<file path="config.mk">
export PLATFORM = sky130hd
export DESIGN_NAME = pio_hs
export DESIGN_NICKNAME = d
export VERILOG_FILES = /design/src/rtl/pio_pkg.sv /design/src/rtl/pio_ctrl.sv /design/src/rtl/pio_port.sv /design/src/rtl/pio_hs.sv
export SDC_FILE = /design/constraint.sdc
export NUM_CORES = 1
export LEC_CHECK = 0
export ABC_AREA = 1
export BUFFER_PORTS_ARGS = -buffer_cell sky130_fd_sc_hd__buf_2
export CELL_PAD_IN_SITES_DETAIL_PLACEMENT = 1
export CELL_PAD_IN_SITES_GLOBAL_PLACEMENT = 1
export CORE_AREA = 2 2 101 103
export CTS_CLUSTER_DIAMETER = 80
export DETAILED_ROUTE_END_ITERATION = 12
export DIE_AREA = 0 0 103 105
export HOLD_SLACK_MARGIN = 0.06
export PLACE_DENSITY_LB_ADDON = 0.2
export SYNTH_ARGS = -nofsm -noshare
export SYNTH_HDL_FRONTEND = slang
export SYNTH_HIERARCHICAL = 1
export SYNTH_SLANG_ARGS = --single-unit
</file>
<file path="constraint.sdc">
create_clock -name clk_i -period 2.3 [get_ports clk_i]
set_clock_uncertainty 0.2 [all_clocks]
set_input_delay 0.46 -clock clk_i [delete_from_list [all_inputs] [get_ports clk_i]]
set_output_delay 0.46 -clock clk_i [all_outputs]
set_load 0.005 [all_outputs]
</file>
<file path="src/rtl/pio_pkg.sv">
package pio_pkg;
  localparam logic [1:0] ADDR_A   = 2'd0;
  localparam logic [1:0] ADDR_B   = 2'd1;
  localparam logic [1:0] ADDR_C   = 2'd2;
  localparam logic [1:0] ADDR_CTL = 2'd3;

  localparam logic [2:0] INTE_A_IN  = 3'd4;
  localparam logic [2:0] INTE_A_OUT = 3'd6;
  localparam logic [2:0] INTE_B     = 3'd2;

  typedef struct packed {
    logic a_m1;
    logic a_in;
    logic cu_in;
    logic b_m1;
    logic b_in;
    logic cl_in;
  } pio_cfg_t;

  localparam pio_cfg_t CFG_RESET = '{a_m1: 1'b0, a_in: 1'b1, cu_in: 1'b1,
                                     b_m1: 1'b0, b_in: 1'b1, cl_in: 1'b1};

  function automatic pio_cfg_t decode_mode(input logic [7:0] w);
    pio_cfg_t c;
    c.a_m1  = (w[6:5] == 2'b01);
    c.a_in  = w[4];
    c.cu_in = w[3];
    c.b_m1  = w[2];
    c.b_in  = w[1];
    c.cl_in = w[0];
    return c;
  endfunction
endpackage

</file>
<file path="src/rtl/pio_ctrl.sv">
module pio_ctrl
  import pio_pkg::*;
(
  input  logic       clk_i,
  input  logic       rst_ni,
  input  logic       cw_we_i,
  input  logic       pc_we_i,
  input  logic [7:0] wdata_i,
  output pio_cfg_t   cfg_o,
  output logic [7:0] pc_q_o,
  output logic       inte_a_o,
  output logic       inte_b_o,
  output logic       mode_wr_o
);
  pio_cfg_t   cfg_q;
  logic [7:0] pc_q;
  logic       inte_a_q, inte_b_q;
  logic [2:0] bit_idx;
  logic       bit_val;

  assign mode_wr_o = cw_we_i & wdata_i[7];
  assign bit_idx   = wdata_i[3:1];
  assign bit_val   = wdata_i[0];

  always_ff @(posedge clk_i or negedge rst_ni) begin
    if (!rst_ni) begin
      cfg_q    <= CFG_RESET;
      pc_q     <= '0;
      inte_a_q <= 1'b0;
      inte_b_q <= 1'b0;
    end else if (mode_wr_o) begin
      cfg_q    <= decode_mode(wdata_i);
      pc_q     <= '0;
      inte_a_q <= 1'b0;
      inte_b_q <= 1'b0;
    end else if (cw_we_i) begin
      pc_q[bit_idx] <= bit_val;
      if (cfg_q.a_m1 && bit_idx == (cfg_q.a_in ? INTE_A_IN : INTE_A_OUT))
        inte_a_q <= bit_val;
      if (cfg_q.b_m1 && bit_idx == INTE_B)
        inte_b_q <= bit_val;
    end else if (pc_we_i) begin
      pc_q <= wdata_i;
    end
  end

  assign cfg_o    = cfg_q;
  assign pc_q_o   = pc_q;
  assign inte_a_o = inte_a_q;
  assign inte_b_o = inte_b_q;

  // single-bit word keeps mode
  a_r3_bsr_keeps_mode: assert property (@(posedge clk_i) disable iff (!rst_ni)
    cw_we_i && !wdata_i[7] |=> $stable(cfg_q));
  // mode word clears port-C latch and enables
  a_r2_mode_clears: assert property (@(posedge clk_i) disable iff (!rst_ni)
    mode_wr_o |=> (pc_q == 8'h00) && !inte_a_q && !inte_b_q);
endmodule

</file>
<file path="src/rtl/pio_port.sv">
module pio_port #(
  parameter int DW = 8
) (
  input  logic          clk_i,
  input  logic          rst_ni,
  input  logic          mode_wr_i,
  input  logic          mode1_i,
  input  logic          dir_in_i,
  input  logic          inte_i,
  input  logic          hs_n_i,
  input  logic [DW-1:0] pin_i,
  input  logic          host_wr_i,
  input  logic          host_rd_i,
  input  logic [DW-1:0] wdata_i,
  output logic [DW-1:0] rdata_o,
  output logic [DW-1:0] out_o,
  output logic          oe_o,
  output logic          bf_o,
  output logic          intr_o
);
  logic [DW-1:0] out_q, in_q;
  logic          ibf_q, obf_n_q, intr_q, hs_q;

  always_ff @(posedge clk_i or negedge rst_ni) begin
    if (!rst_ni) begin
      out_q   <= '0;
      in_q    <= '0;
      ibf_q   <= 1'b0;
      obf_n_q <= 1'b1;
      intr_q  <= 1'b0;
      hs_q    <= 1'b1;
    end else begin
      hs_q <= hs_n_i;
      if (mode_wr_i) begin
        out_q   <= '0;
        in_q    <= '0;
        ibf_q   <= 1'b0;
        obf_n_q <= 1'b1;
        intr_q  <= 1'b0;
      end else begin
        if (host_wr_i) out_q <= wdata_i;
        if (mode1_i && dir_in_i) begin
          if (!hs_n_i) begin
            in_q  <= pin_i;
            ibf_q <= 1'b1;
          end else if (host_rd_i) begin
            ibf_q <= 1'b0;
          end
          if (host_rd_i) intr_q <= 1'b0;
          else if (hs_n_i && ibf_q && inte_i) intr_q <= 1'b1;
        end else if (mode1_i) begin
          if (host_wr_i) begin
            obf_n_q <= 1'b0;
            intr_q  <= 1'b0;
          end else begin
            if (!hs_n_i) obf_n_q <= 1'b1;
            // rising acknowledge edge
            if (!hs_q && hs_n_i && obf_n_q && inte_i) intr_q <= 1'b1;
          end
        end
      end
    end
  end

  assign out_o   = out_q;
  assign oe_o    = !dir_in_i;
  assign bf_o    = dir_in_i ? ibf_q : obf_n_q;
  assign intr_o  = intr_q;
  assign rdata_o = !dir_in_i ? out_q : (mode1_i ? in_q : pin_i);

  a_r6_strobe_sets_full: assert property (@(posedge clk_i) disable iff (!rst_ni)
    mode1_i && dir_in_i && !hs_n_i && !mode_wr_i |=> bf_o);
  a_r7_read_clears: assert property (@(posedge clk_i) disable iff (!rst_ni)
    mode1_i && dir_in_i && hs_n_i && host_rd_i && !mode_wr_i |=> !bf_o && !intr_o);
  a_r8_write_marks_full: assert property (@(posedge clk_i) disable iff (!rst_ni)
    mode1_i && !dir_in_i && host_wr_i && !mode_wr_i |=> !bf_o && !intr_o);
  a_r9_ack_rise_irq: assert property (@(posedge clk_i) disable iff (!rst_ni)
    mode1_i && !dir_in_i && !hs_q && hs_n_i && obf_n_q && inte_i
      && !host_wr_i && !mode_wr_i |=> intr_o);
  a_r10_no_irq_simple: assert property (@(posedge clk_i) disable iff (!rst_ni)
    !mode1_i && !intr_o |=> !intr_o || $past(mode1_i));
endmodule

</file>
<file path="src/rtl/pio_hs.sv">
module pio_hs
  import pio_pkg::*;
#(
  parameter int DW = 8
) (
  input  logic          clk_i,
  input  logic          rst_ni,
  input  logic          sel_i,
  input  logic [1:0]    addr_i,
  input  logic          wr_i,
  input  logic          rd_i,
  input  logic [7:0]    wdata_i,
  output logic [7:0]    rdata_o,
  input  logic [DW-1:0] pa_in_i,
  output logic [DW-1:0] pa_out_o,
  output logic          pa_oe_o,
  input  logic [DW-1:0] pb_in_i,
  output logic [DW-1:0] pb_out_o,
  output logic          pb_oe_o,
  input  logic [7:0]    pc_in_i,
  output logic [7:0]    pc_out_o,
  output logic [7:0]    pc_oe_o
);
  localparam int NP = 2;

  logic          acc_wr, acc_rd, cw_we, pc_we, mode_wr, inte_a, inte_b;
  pio_cfg_t      cfg;
  logic [7:0]    pc_q, hs_own, hs_oe, hs_val, half_oe;
  logic [NP-1:0] p_m1, p_din, p_inte, p_hsn, p_we, p_re, p_oe, p_bf, p_intr;
  logic [DW-1:0] p_pin [NP];
  logic [DW-1:0] p_out [NP];
  logic [DW-1:0] p_rd  [NP];

  assign acc_wr = sel_i & wr_i;
  assign acc_rd = sel_i & rd_i;
  assign cw_we  = acc_wr && (addr_i == ADDR_CTL);
  assign pc_we  = acc_wr && (addr_i == ADDR_C);

  pio_ctrl u_ctrl (
    .clk_i, .rst_ni, .cw_we_i(cw_we), .pc_we_i(pc_we), .wdata_i,
    .cfg_o(cfg), .pc_q_o(pc_q), .inte_a_o(inte_a), .inte_b_o(inte_b),
    .mode_wr_o(mode_wr)
  );

  assign p_m1   = {cfg.b_m1, cfg.a_m1};
  assign p_din  = {cfg.b_in, cfg.a_in};
  assign p_inte = {inte_b, inte_a};
  assign p_hsn  = {pc_in_i[2], cfg.a_in ? pc_in_i[4] : pc_in_i[6]};
  assign p_pin[0] = pa_in_i;
  assign p_pin[1] = pb_in_i;

  for (genvar g = 0; g < NP; g++) begin : g_port
    assign p_we[g] = acc_wr && (addr_i == 2'(g));
    assign p_re[g] = acc_rd && (addr_i == 2'(g));
    pio_port #(.DW(DW)) u_port (
      .clk_i, .rst_ni, .mode_wr_i(mode_wr), .mode1_i(p_m1[g]),
      .dir_in_i(p_din[g]), .inte_i(p_inte[g]), .hs_n_i(p_hsn[g]),
      .pin_i(p_pin[g]), .host_wr_i(p_we[g]), .host_rd_i(p_re[g]),
      .wdata_i(wdata_i[DW-1:0]), .rdata_o(p_rd[g]), .out_o(p_out[g]),
      .oe_o(p_oe[g]), .bf_o(p_bf[g]), .intr_o(p_intr[g])
    );
  end

  // handshake line map on port C
  always_comb begin
    hs_own = '0;
    hs_oe  = '0;
    hs_val = '0;
    if (cfg.a_m1) begin
      hs_own[3] = 1'b1; hs_oe[3] = 1'b1; hs_val[3] = p_intr[0];
      if (cfg.a_in) begin
        hs_own[5:4] = 2'b11; hs_oe[5] = 1'b1; hs_val[5] = p_bf[0];
      end else begin
        hs_own[7:6] = 2'b11; hs_oe[7] = 1'b1; hs_val[7] = p_bf[0];
      end
    end
    if (cfg.b_m1) begin
      hs_own[2:0] = 3'b111;
      hs_oe[1:0]  = 2'b11;
      hs_val[1:0] = {p_bf[1], p_intr[1]};
    end
  end

  assign half_oe  = {{4{!cfg.cu_in}}, {4{!cfg.cl_in}}};
  assign pc_oe_o  = (hs_own & hs_oe) | (~hs_own & half_oe);
  assign pc_out_o = (hs_own & hs_val) | (~hs_own & pc_q);

  assign pa_out_o = p_out[0];
  assign pb_out_o = p_out[1];
  assign pa_oe_o  = p_oe[0];
  assign pb_oe_o  = p_oe[1];

  always_comb begin
    rdata_o = '0;
    unique case (addr_i)
      ADDR_A:  rdata_o[DW-1:0] = p_rd[0];
      ADDR_B:  rdata_o[DW-1:0] = p_rd[1];
      ADDR_C:  rdata_o = (pc_oe_o & pc_out_o) | (~pc_oe_o & pc_in_i);
      default: rdata_o = '0;
    endcase
  end

  // strobe/ack lines of a strobed port are never driven
  a_r5_hs_inputs_undriven: assert property (@(posedge clk_i) disable iff (!rst_ni)
    cfg.b_m1 |-> !pc_oe_o[2]);
endmodule

</file>
* After elaboration in Yosys (flattened, before gate mapping)
Cells that the tools add are included.
** Storage, ports and cells
- Flip-flop bits (word level) :: 56
- Latch bits :: 0
- Memory bits (writable) :: 0
- Bits in read-only memories :: 0
- Output and inout bits :: 42
- Memories :: 0
** Operators by class
- $add $sub $neg :: 0
- $mul :: 0
- Div/mod/pow operators :: 0
- Order comparisons :: 2
- Equal/unequal tests :: 16
- Shift-type cells :: 0
- Mux-type cells :: 79
- Bitwise gates (word level) :: 14
- Reductions and logical operators :: 52
** Operators with widths (number)
- $mux 8 :: 17
- $mux 1 :: 52
- $and 8x8->8 :: 6
- $or 8x8->8 :: 3
- $pmux 8 s3 :: 1
- $logic_and 1x1->1 :: 21
- $reduce_bool 2->1 :: 9
- $not 8->8 :: 2
- $reduce_and 2->1 :: 6
- $reduce_and 3->1 :: 4
- $mux 2 :: 5
- $reduce_bool 3->1 :: 3
- $bwmux 8 :: 1
- $reduce_bool 4->1 :: 2
- $logic_not 1->1 :: 6
- $ne 2x1->1 const B :: 3
- $ne 3x1->1 const B :: 2
- $ne 3x2->1 const B :: 2
- $mux 5 :: 1
- $eq 2x1->1 const B :: 2
- $eq 2x2->1 const B :: 2
- $lt 3x4->1 const B :: 1
- $ne 4x2->1 const B :: 1
- $ne 4x3->1 const B :: 1
- other kinds (8) :: 10

* Depth between registers and ports, before layout
Gate-level depths: netlist (run 1).
- Depth in word-level cells :: 9
- Mapped depth :: 11

* Cells and area by module
The synthesis (run 1) kept the hierarchy.
** By module, submodules not included
- pio_port :: instances 2, cells an instance 128, area an instance 1033.5 µm², seq. area each 503.0 µm²
- pio_ctrl :: instances 1, cells an instance 141, area an instance 960.9 µm², seq. area each 405.4 µm²
- pio_hs :: instances 1, cells an instance 130, area an instance 570.5 µm², seq. area each 0.0 µm²

* Worst setup path before layout (run 1)
OpenSTA, ideal clock, no wires.
- Kind :: input to register
- From :: in sel_i
- To :: reg g_port[0].u_port.in_q[0]
- Setup time :: 117 ps
- Data arrival time :: 1832 ps
- Setup slack :: 151 ps
- Cell stages on the path :: 9
- Cell sequence :: nand2_1 nor3_1 buf_6 nand2_1 inv_1 inv_4 buf_6 nand3_1 nand2_1
** On the way
- Longest elaborated chain between the ends :: 5
- Elaborated cells between the ends (all ways) :: 7
- Classes of those cells :: eq/ne (1); mux (1); bitwise (2); reduce/logical (3)
** Ends and longest elaborated chain
- start, declared :: RTL line pio_hs.sv:8 : input logic sel_i,
- $and 1x1->1 * :: RTL line pio_hs.sv:34 : assign acc_wr = sel_i & wr_i;
- $logic_and 1x1->1 * :: RTL line pio_hs.sv:36 : assign cw_we = acc_wr && (addr_i == ADDR_CTL);
- named net cw_we :: RTL line pio_hs.sv:26 : logic acc_wr, acc_rd, cw_we, pc_we, mode_wr, inte_a, inte_b;
- $and 1x1->1 * :: RTL line pio_ctrl.sv:21 : assign mode_wr_o = cw_we_i & wdata_i[7];
- named net mode_wr :: RTL line pio_hs.sv:26
- $ne 2x1->1 (no source line) or $reduce_bool 2->1 (tied branches)
- $reduce_and 2->1 (no source line)
- end signal, assigned :: RTL line pio_port.sv:44 : in_q <= pin_i;
- end, declared :: RTL line pio_port.sv:21 : logic [DW-1:0] out_q, in_q;
The timed path passes the listed nets; every way through them passes the cells marked *.
A chain may end at the register's enable or synchronous reset.

==> results.py, run 1 <==
metrics = {
    "floorplan": {
        "rows": 36,
        "core_area_mm2": 0.00964,
        "dieArea_mm2": 0.0108,
        "die_w_um": 103,
        "start_util_pct": 37.3,
        "die_y_um": 105,
        "io_pins": 81,
    },
    "route": {
        "finalWirelength_um": 12900,
        "drt-wirelength-per-cell_um": 17.0,
        "drc": 0,
        "drt_pass1_iterations": 4,
        "drt.antenna.violating_nets": 0,
        "viasPerCell": 5.09,
        "drt-initial-drc-count": 133,
        "vias": 3876,
    },
    "power": {
        "combPwrFrac_pct": 42.0,
        "power_uw": 3770,
        "seq_power_share_pct": 40.1,
        "peakVddDrop_mv": 0.316,
        "power.density_mw_per_mm2": 823,
        "clkPwrFrac_pct": 17.9,
        "power_switching_uw": 1490,
        "p_int_uw": 2290,
        "swShare_pct": 39.4,
        "p_leak_uw": 0.00250,
    },
    "synthesis": {
        "synth_top_area_share_pct": 33.4,
        "ys_warn_count": 6,
        "syn_area_per_cell_um2": 6.83,
        "synth.area.top_cells": "dfrtp_1 33%, nand2_1 19%, nand3_1 8.2%",
        "synth_most_common_cell": "nand2_1",
        "synth_seq_cells": 56,
        "yosysSeqAreaShare_pct": 39.2,
        "synth.distinct_cells": 28,
        "synthFlopType": "dfrtp_1",
        "netlist_top_cells_count": "180 x nand2_1, 66 x inv_1, 59 x nand3_1",
        "yosys.area.top_type": "dfrtp_1",
        "synth_edf_count": 0,
        "syn_area_mm2": 0.00360,
        "ys_async_sr_fraction_pct": 100,
        "syn_nets": 566,
        "synthCells": 527,
    },
    "setup_path": {
        "cp.required_ps": 1640,
        "slowest_delay_ps": 710,
        "slowest_stage": "dfstp_4",
        "crit_family": "flip-flops",
        "cp_cell_sequence": "buf_8 > buf_6 > o22ai_2 > nand2_1 > nand2_1 > inv_1 > nand2_1 > buf_2",
        "critical_path_class": "reg2out",
        "worst_setup_path_start_kind": "flip-flop",
        "timing.rr.end": "g_port[0].u_port/in_q[3]",
        "crit_top_cell": "nand2_1",
        "critPathMaxFanout": 7,
        "r2r_slack_ps": 150,
        "r2r_start": "u_ctrl/cfg_o[4]",
        "arrival_ps": 1740,
        "r2r_cells": 11,
        "path_buf_inv": 4,
        "end_kind": "output port",
        "cp.depth": 8,
    },
    "layout": {
        "area_growth_pct": 27.4,
        "multiInputGateArea_mm2": 0.00188,
        "seq_area_mm2": 0.00142,
        "final_area_mm2": 0.00458,
        "antenna_cells": 0,
        "layout.nets": 666,
        "nFillCells": 1276,
        "drive_above_1_share_pct": 31.1,
    },
    "sta": {
        "fmax_mhz": 417,
        "period_minus_slack_ps": 2400,
        "setup_tns_ps": -551,
        "slew_violations": 0,
        "setup_viol_count_final": 8,
        "rsz0062_at_grt": "true",
        "hold_violations": 0,
        "timing.slew.headroom_pct": 73.8,
        "fin_hold_ws_ps": 160,
        "fin_ws_ps": -98.8,
        "post-route-period-util_pct": 104,
        "tightestPinTransition_ps": 393,
    },
    "clocking": {
        "cts_root_buf": "clkbuf_8",
        "cts.reportedPaths.clkPinSlew_ps": 110,
        "cts_buffer_depth": 2,
        "clock_latency_ps": 320,
        "cts_tree": "done",
        "cts.sinks": 56,
        "htreeDepth": 2,
        "cts_buffers": 5,
    },
    "flow_run": {
        "cap_violations": 0,
    },
    "global_route": {
        "grt_start_max_net_pins": 57,
        "grt_pass1_wl_um": 19900,
        "grt_pass1_vias": 3869,
        "antenna_found_initial": 0,
        "track_usage_pct": 23.5,
        "grt_overflow": 0,
    },
    "place": {
        "hpwl_um": 9120,
        "io_buffers": 80,
        "gp_congestion": 0.861,
        "place_ws_ps": 115,
        "dpl_cell_area_mm2": 0.00415,
    },
    "worst_hold_path": {
        "hp-class": "in2reg",
        "min_to": "g_port[1].u_port/in_q[4]",
        "hold_start": "pb_in_i[4]",
        "min_path_cells": 3,
    },
    "status": {
        "violations": "negative setup slack",
        "status": "complete, but fails checks",
    },
}
## metal layers
| layer | vias to the layer above | wire [um] | GRT usage, % |
|---|---|---|---|
| met5 | - | 0 | 0 |
| met4 | 0 | 238 | 7.24 |
| met3 | 18 | 537 | 3.08 |
| met2 | 111 | 6210 | 37.5 |
| met1 | 1888 | 5920 | 33.0 |
| li1 | 1859 | - | - |
## how the worst max path moves through the flow
stage	start	end	slack, ps
after floorplan	sel_i	g_port[0].u_port/in_q[0]	150
after global placement	sel_i	g_port[1].u_port/intr_o	170
after detailed placement	sel_i	g_port[1].u_port/intr_o	110
after CTS	u_ctrl/cfg_o[4]	rdata_o[7]	-80
after global routing	u_ctrl/cfg_o[4]	rdata_o[7]	-150
final	u_ctrl/cfg_o[4]	rdata_o[5]	-100
## tightest hold or removal path, stage by stage
cell and delay (ps):
buf_2 90, nand2_1 50, nand2_1 50
## cells in the final DEF, fill, tap and decap left out, types with 6 or more instances in the layout
cell type	instances
buf_2	79
nand2_1	169
nand2_4	9
dfstp_2	6
o21ai_1	14
o21ai_0	25
nand3_2	6
dfrtp_1	47
nand3_1	54
nand2_2	9
o21ai_2	11
inv_2	14
buf_4	20
nor2_1	32
o22ai_1	12
inv_1	63
## per-stage QoR
stage | instances | util [%]
after floorplan | 527 | -
after global placement | 736 | 43.1
after detailed placement | 736 | 43.1
after CTS | 755 | 45.8
after global routing | 761 | 47.6
final | 761 | 47.6
## cell type report
class,instances,area share [%]
multi-input cells,372,41.0
flip-flops and latches,56,31.0
repair buffers,110,15.0
inverters,82,6.99
well taps,133,3.63
clock buffers,5,1.50
clock inverters,3,0.928
## power by group through the flow
stage | clock [uW] | combinational, uW | sequential, uW
floorplan | 0 | 837 | 1430
CTS | 689 | 1420 | 1490
global route | 733 | 1770 | 1550
finish | 677 | 1580 | 1510
global placement | 0 | 1240 | 1510
detailed placement | 0 | 1280 | 1530
## cell families (layout without fill, tap and decap cells)
logic type	count (synthesis)	count (layout)	synth area share, %
compound gates	76	76	11.8
buf+inv	99	200	12.2
flops	56	56	39.2
simple gates	296	296	36.8
## flip-flops by register name, indices dropped and copies added (netlist names)
name and flops:
g_port.u_port/hs_q 2, g_port.u_port/ibf_q 2, g_port.u_port/in_q 16, g_port.u_port/intr_o 2, g_port.u_port/obf_n_q 2, g_port.u_port/out_o 16, u_ctrl/cfg_o 6, u_ctrl/inte_a_o 1
u_ctrl/inte_b_o 1, u_ctrl/pc_q_o 8
## timing repair
item                                   CTS  global route
setup buffers                            9             6
hold buffers                             2             0
resized for setup                       26            43
setup endpoints to repair               10             9
pin swaps                               14            31
endpoints found under the hold margin   49             0
gates cloned                             0             0
No activity file was read; power rests on OpenSTA's default activity.
==> run 2: changes to the inputs <==
--- a/config.mk
+++ b/config.mk
@@ -9,10 +9,10 @@
 export BUFFER_PORTS_ARGS = -buffer_cell sky130_fd_sc_hd__buf_2
 export CELL_PAD_IN_SITES_DETAIL_PLACEMENT = 1
 export CELL_PAD_IN_SITES_GLOBAL_PLACEMENT = 1
-export CORE_AREA = 2 2 101 103
+export CORE_AREA = 2 2 105 107
 export CTS_CLUSTER_DIAMETER = 80
 export DETAILED_ROUTE_END_ITERATION = 12
-export DIE_AREA = 0 0 103 105
+export DIE_AREA = 0 0 107 109
 export HOLD_SLACK_MARGIN = 0.06
 export PLACE_DENSITY_LB_ADDON = 0.2
 export SYNTH_ARGS = -nofsm -noshare
==> constraint.sdc (replaced) <==
create_clock -name clk_i -period 2 [get_ports clk_i]
set_clock_uncertainty 0.2 [all_clocks]
set_input_delay 0.4 -clock clk_i [delete_from_list [all_inputs] [get_ports clk_i]]
set_output_delay 0.4 -clock clk_i [all_outputs]
set_load 0.005 [all_outputs]
==> results.py, run 2 (synthesized netlist as in run 1, its figures left out) <==
metrics = {
    "setup_path": {
        "timing.rr.end": "g_port[0].u_port/in_q[3]",
        "slowest_delay_ps": 480,
        "slowest_stage": "dfrtp_2",
        "end_kind": "output port",
        "r2r_cells": 9,
        "critPathMaxFanout": 5,
        "crit_top_cell": "nand2_1",
        "arrival_ps": 1740,
        "r2r_slack_ps": 130,
        "worst_setup_path_start_kind": "flip-flop",
        "critical_path_class": "reg2out",
        "cp_cell_sequence": "buf_4 > o21ai_0 > o22ai_1 > nand2_1 > nand2_1 > inv_1 > nand2_1 > buf_2",
        "cp.required_ps": 1400,
        "r2r_start": "u_ctrl/cfg_o[4]",
    },
    "place": {
        "hpwl_um": 9690,
        "io_buffers": 80,
        "gp_congestion": 0.832,
    },
    "sta": {
        "period_minus_slack_ps": 2340,
        "setup_tns_ps": -2930,
        "fin_ws_ps": -339,
        "post-route-period-util_pct": 117,
        "fin_hold_ws_ps": 87.3,
        "rsz0062_at_grt": "true",
        "timing.slew.headroom_pct": 73.7,
        "slew_violations": 0,
        "tightestPinTransition_ps": 394,
        "fmax_mhz": 428,
        "setup_viol_count_final": 17,
        "hold_violations": 0,
    },
    "flow_run": {
        "cap_violations": 0,
    },
    "power": {
        "seq_power_share_pct": 38.2,
        "clkPwrFrac_pct": 17.9,
        "power.density_mw_per_mm2": 935,
        "p_int_uw": 2730,
        "swShare_pct": 39.5,
        "peakVddDrop_mv": 0.339,
        "p_leak_uw": 0.00258,
        "combPwrFrac_pct": 43.9,
        "power_switching_uw": 1780,
    },
    "layout": {
        "final_common_cell": "nand2_1",
        "nFillCells": 1382,
        "multiInputGateArea_mm2": 0.00196,
        "area_growth_pct": 34.0,
        "seq_area_mm2": 0.00141,
        "layout.nets": 675,
        "drive_above_1_share_pct": 33.9,
        "antenna_cells": 0,
        "final_core_util_pct": 45.5,
        "layout_common_cells": "162 x nand2_1, 77 x buf_2, 60 x inv_1",
    },
    "global_route": {
        "antenna_found_initial": 0,
        "grt_pass1_wl_um": 21300,
        "grt_start_max_net_pins": 27,
        "grt_pass1_vias": 4001,
        "grt_overflow": 0,
        "track_usage_pct": 23.4,
    },
    "status": {
        "status": "complete, but fails checks",
        "violations": "negative setup slack",
    },
    "worst_hold_path": {
        "min_path_cells": 3,
        "min_to": "g_port[0].u_port/in_q[6]",
        "hp-class": "in2reg",
        "hold_start": "pa_in_i[6]",
    },
    "route": {
        "route.met3.wl_um": 546,
        "drt_pass1_iterations": 4,
        "drt.antenna.violating_nets": 0,
        "drt-initial-drc-count": 151,
        "finalWirelength_um": 13100,
        "wl_met1_um": 6080,
        "drt-wirelength-per-cell_um": 16.9,
        "viasPerCell": 5.02,
        "vias": 3904,
        "drc": 0,
        "maxUsedRoutingLayer": "met4",
        "wl_met2_um": 6130,
    },
    "clocking": {
        "clock_latency_ps": 330,
        "cts_root_buf": "clkbuf_8",
        "cts_buffers": 5,
        "cts.sinks": 56,
        "cts_tree": "done",
        "cts.reportedPaths.clkPinSlew_ps": 120,
        "cts_buffer_depth": 2,
        "htreeDepth": 2,
    },
    "floorplan": {
        "die_y_um": 109,
        "io_pins": 81,
        "dieArea_mm2": 0.0117,
        "core_area_mm2": 0.0106,
        "die_w_um": 107,
        "rows": 38,
        "start_util_pct": 33.9,
    },
}
## run 2: cell type report
cell class / count / area share, %
Multi-Input combinational cell: 372 / 40.7
Tap cell: 140 / 3.63
Clock inverter: 2 / 0.804
Sequential cell: 56 / 29.3
Inverter: 82 / 6.82
Clock buffer: 6 / 1.50
Timing Repair Buffer: 119 / 17.2
## run 2: how the worst max path moves through the flow
stage,endpoint,cells past startpoint,start,slack [ps]
after floorplan,g_port[1].u_port/intr_o,10,sel_i,80
after global placement,rdata_o[5],8,u_ctrl/cfg_o[4],30
after detailed placement,g_port[1].u_port/intr_o,10,addr_i[0],10
after CTS,rdata_o[6],8,u_ctrl/cfg_o[4],-320
after global routing,rdata_o[5],8,u_ctrl/cfg_o[2],-450
final,rdata_o[5],8,u_ctrl/cfg_o[2],-340
## run 2: what timing repair did
action / in CTS / in global routing
buffers inserted: 11 / 4
resized for setup: 47 / 45
endpoints found under the hold margin: 15 / 0
endpoints found under the setup margin: 18 / 20
hold buffers: 3 / 0
pin swaps: 21 / 17
## run 2: per-layer routing
layer  vias to the layer above  track usage, %
met5                         -               0
met4                         0            6.77
met3                        22            3.53
met2                       106            39.6
met1                      1893            31.2
li1                       1883               -
## run 2: worst max-delay path, delay by kind of cell (launching register included)
| kind | cells | cell delay (ps) |
|---|---|---|
| AND/OR/NAND/NOR | 3 | 250 |
| buffers and inverters | 3 | 330 |
| AO/OA/AOI/OAI | 2 | 350 |
| flip-flops | 1 | 480 |
## run 2: metrics by stage
stage          cell area (um2)  cells  setup slack, ps  total power, uW
2_1_floorplan             3600    527             75.1             2610
3_3_place_gp              4260    751             32.4             3230
3_5_place_dp              4260    751             12.3             3280
4_1_cts                   4630    773             -318             4330
5_1_grt                   4820    777             -449             4830
6_report                  4820    777             -339             4510
## run 2: power groups by stage
stage / clock network (uW) / logic (uW) / registers (uW)
finish: 808 / 1980 / 1720
detailed placement: 0 / 1560 / 1730
CTS: 826 / 1800 / 1710
floorplan: 0 / 963 / 1650
global placement: 0 / 1510 / 1720
global route: 865 / 2200 / 1760
==> run 3: changes to the inputs <==
--- a/config.mk
+++ b/config.mk
@@ -14,7 +14,9 @@
 export DETAILED_ROUTE_END_ITERATION = 12
 export DIE_AREA = 0 0 107 109
 export HOLD_SLACK_MARGIN = 0.06
-export PLACE_DENSITY_LB_ADDON = 0.2
+export PLACE_DENSITY = 0.73
+export RECOVER_POWER = 50
+export SLEW_MARGIN = 40
 export SYNTH_ARGS = -nofsm -noshare
 export SYNTH_HDL_FRONTEND = slang
 export SYNTH_HIERARCHICAL = 1
==> results.py, run 3 (synthesized netlist as in run 1, its figures left out) <==
metrics = {
    "power": {
        "power_uw": 4530,
        "p_int_uw": 2750,
        "power_switching_uw": 1790,
        "seq_power_share_pct": 37.9,
        "swShare_pct": 39.4,
        "clkPwrFrac_pct": 17.5,
        "p_leak_uw": 0.00256,
        "combPwrFrac_pct": 44.6,
        "power.density_mw_per_mm2": 943,
        "peakVddDrop_mv": 0.390,
    },
    "global_route": {
        "grt_pass1_wl_um": 20900,
        "grt_start_max_net_pins": 36,
        "track_usage_pct": 23.0,
        "antenna_found_initial": 0,
        "grt_overflow": 0,
        "grt_pass1_vias": 4073,
    },
    "sta": {
        "rsz0062_at_grt": "true",
        "timing.slew.headroom_pct": 64.2,
        "hold_violations": 0,
        "period_minus_slack_ps": 2290,
        "setup_viol_count_final": 17,
        "tightestPinTransition_ps": 537,
        "post-route-period-util_pct": 115,
        "fin_hold_ws_ps": 94.4,
        "fmax_mhz": 436,
        "slew_violations": 0,
        "fin_ws_ps": -293,
    },
    "floorplan": {
        "die_y_um": 109,
        "die_w_um": 107,
        "rows": 38,
        "io_pins": 81,
        "dieArea_mm2": 0.0117,
        "core_area_mm2": 0.0106,
        "start_util_pct": 33.9,
    },
    "flow_run": {
        "cap_violations": 0,
    },
    "layout": {
        "nFillCells": 1395,
        "antenna_cells": 0,
        "layout.nets": 680,
        "multiInputGateArea_mm2": 0.00195,
        "fin_cells": 782,
        "area_growth_pct": 33.6,
        "seq_area_mm2": 0.00141,
        "drive_above_1_share_pct": 35.5,
        "final_area_mm2": 0.00481,
        "layout_common_cells": "157 x nand2_1, 76 x buf_2, 60 x inv_1",
        "final_core_util_pct": 45.4,
        "final_common_cell": "nand2_1",
    },
    "setup_path": {
        "worst_setup_path_start_kind": "flip-flop",
        "critical_path_class": "reg2out",
        "r2r_cells": 11,
        "arrival_ps": 1690,
        "critPathMaxFanout": 8,
        "cp.required_ps": 1400,
        "end_kind": "output port",
    },
    "route": {
        "drt-wirelength-per-cell_um": 17.1,
        "route.met3.wl_um": 474,
        "viasPerCell": 4.99,
        "drt_pass1_iterations": 5,
        "drt-initial-drc-count": 166,
        "drt.antenna.violating_nets": 0,
        "wl_met2_um": 6980,
        "wl_met1_um": 5770,
        "drc": 0,
        "finalWirelength_um": 13400,
        "maxUsedRoutingLayer": "met4",
        "vias": 3901,
    },
    "status": {
        "status": "complete, but fails checks",
        "violations": "negative setup slack",
    },
    "clocking": {
        "cts_buffer_depth": 2,
        "htreeDepth": 2,
        "cts.reportedPaths.clkPinSlew_ps": 120,
        "clock_latency_ps": 320,
        "cts_buffers": 5,
        "cts.sinks": 56,
        "cts_root_buf": "clkbuf_8",
        "cts_tree": "done",
    },
    "place": {
        "io_buffers": 80,
        "hpwl_um": 9460,
        "placedCellCount": 753,
        "gp_congestion": 0.860,
        "dpl_cell_area_mm2": 0.00429,
    },
    "worst_hold_path": {
        "hp-class": "in2reg",
        "min_path_cells": 3,
    },
}
[run 3: changes by cell type in the layout (fill, tap and decap cells not counted), sizes merged]
| cell | delta |
|---|---|
| clkbuf | +5 |
| clkinvlp | +1 |
| dlygate4sd3 | -1 |
| inv | -1 |
| nand2 | +1 |
[run 3: final cells by class]
type	count	area share [%]
Inverter	82	6.87
Clock inverter	2	0.807
Tap cell	140	3.64
Clock buffer	6	1.51
Multi-Input combinational cell	373	40.6
Sequential cell	56	29.4
Timing Repair Buffer	123	17.2
[run 3: path summary, 6_finish.rpt]
path	start	to	slack [ps]
max in group asynchronous	rst_ni	g_port[0].u_port/obf_n_q	320
worst min register to register	g_port[0].u_port/obf_n_q	g_port[0].u_port/obf_n_q	290
min in group asynchronous	rst_ni	u_ctrl/pc_q_o[2]	340
worst max-delay path	u_ctrl/cfg_o[4]	rdata_o[4]	-290
worst max register to register	u_ctrl/cfg_o[1]	g_port[1].u_port/intr_o	120
worst min-delay path	pa_in_i[4]	g_port[0].u_port/in_q[4]	90
[run 3: timing repair]
action,4_1_cts,5_1_grt
buffers inserted,14,7
pin swaps,14,27
hold endpoints to repair,51,0
gates resized for setup,36,58
cloned,1,1
setup endpoints to repair,17,26
hold buffers,2,0
[run 3: layer usage]
metal,vias up,track usage [%]
li1,1892,-
met2,98,41.6
met3,13,2.33
met1,1898,29.8
met5,-,0
met4,0,5.01
[run 3: critical path, stage by stage (launching register included)]
cell	delay (ps)
dfstp_2	660
buf_12	170
buf_6	100
o21ai_1	50
o22ai_1	130
nand2_1	70
nand3_1	90
buf_2	110
[run 3: through the flow]
step                worst slack, ps  TNS, ps
detailed placement             6.14        0
global route                   -356    -4120
global placement               43.8        0
CTS                            -315    -2900
floorplan                      75.1        0
finish                         -293    -2820
[run 3: power groups by stage]
stage,registers [uW],clock network [uW],logic (uW)
2_1_floorplan,1650,0,963
3_3_place_gp,1700,0,1530
3_5_place_dp,1710,0,1590
4_1_cts,1690,815,1860
5_1_grt,1760,848,2250
6_report,1720,791,2020
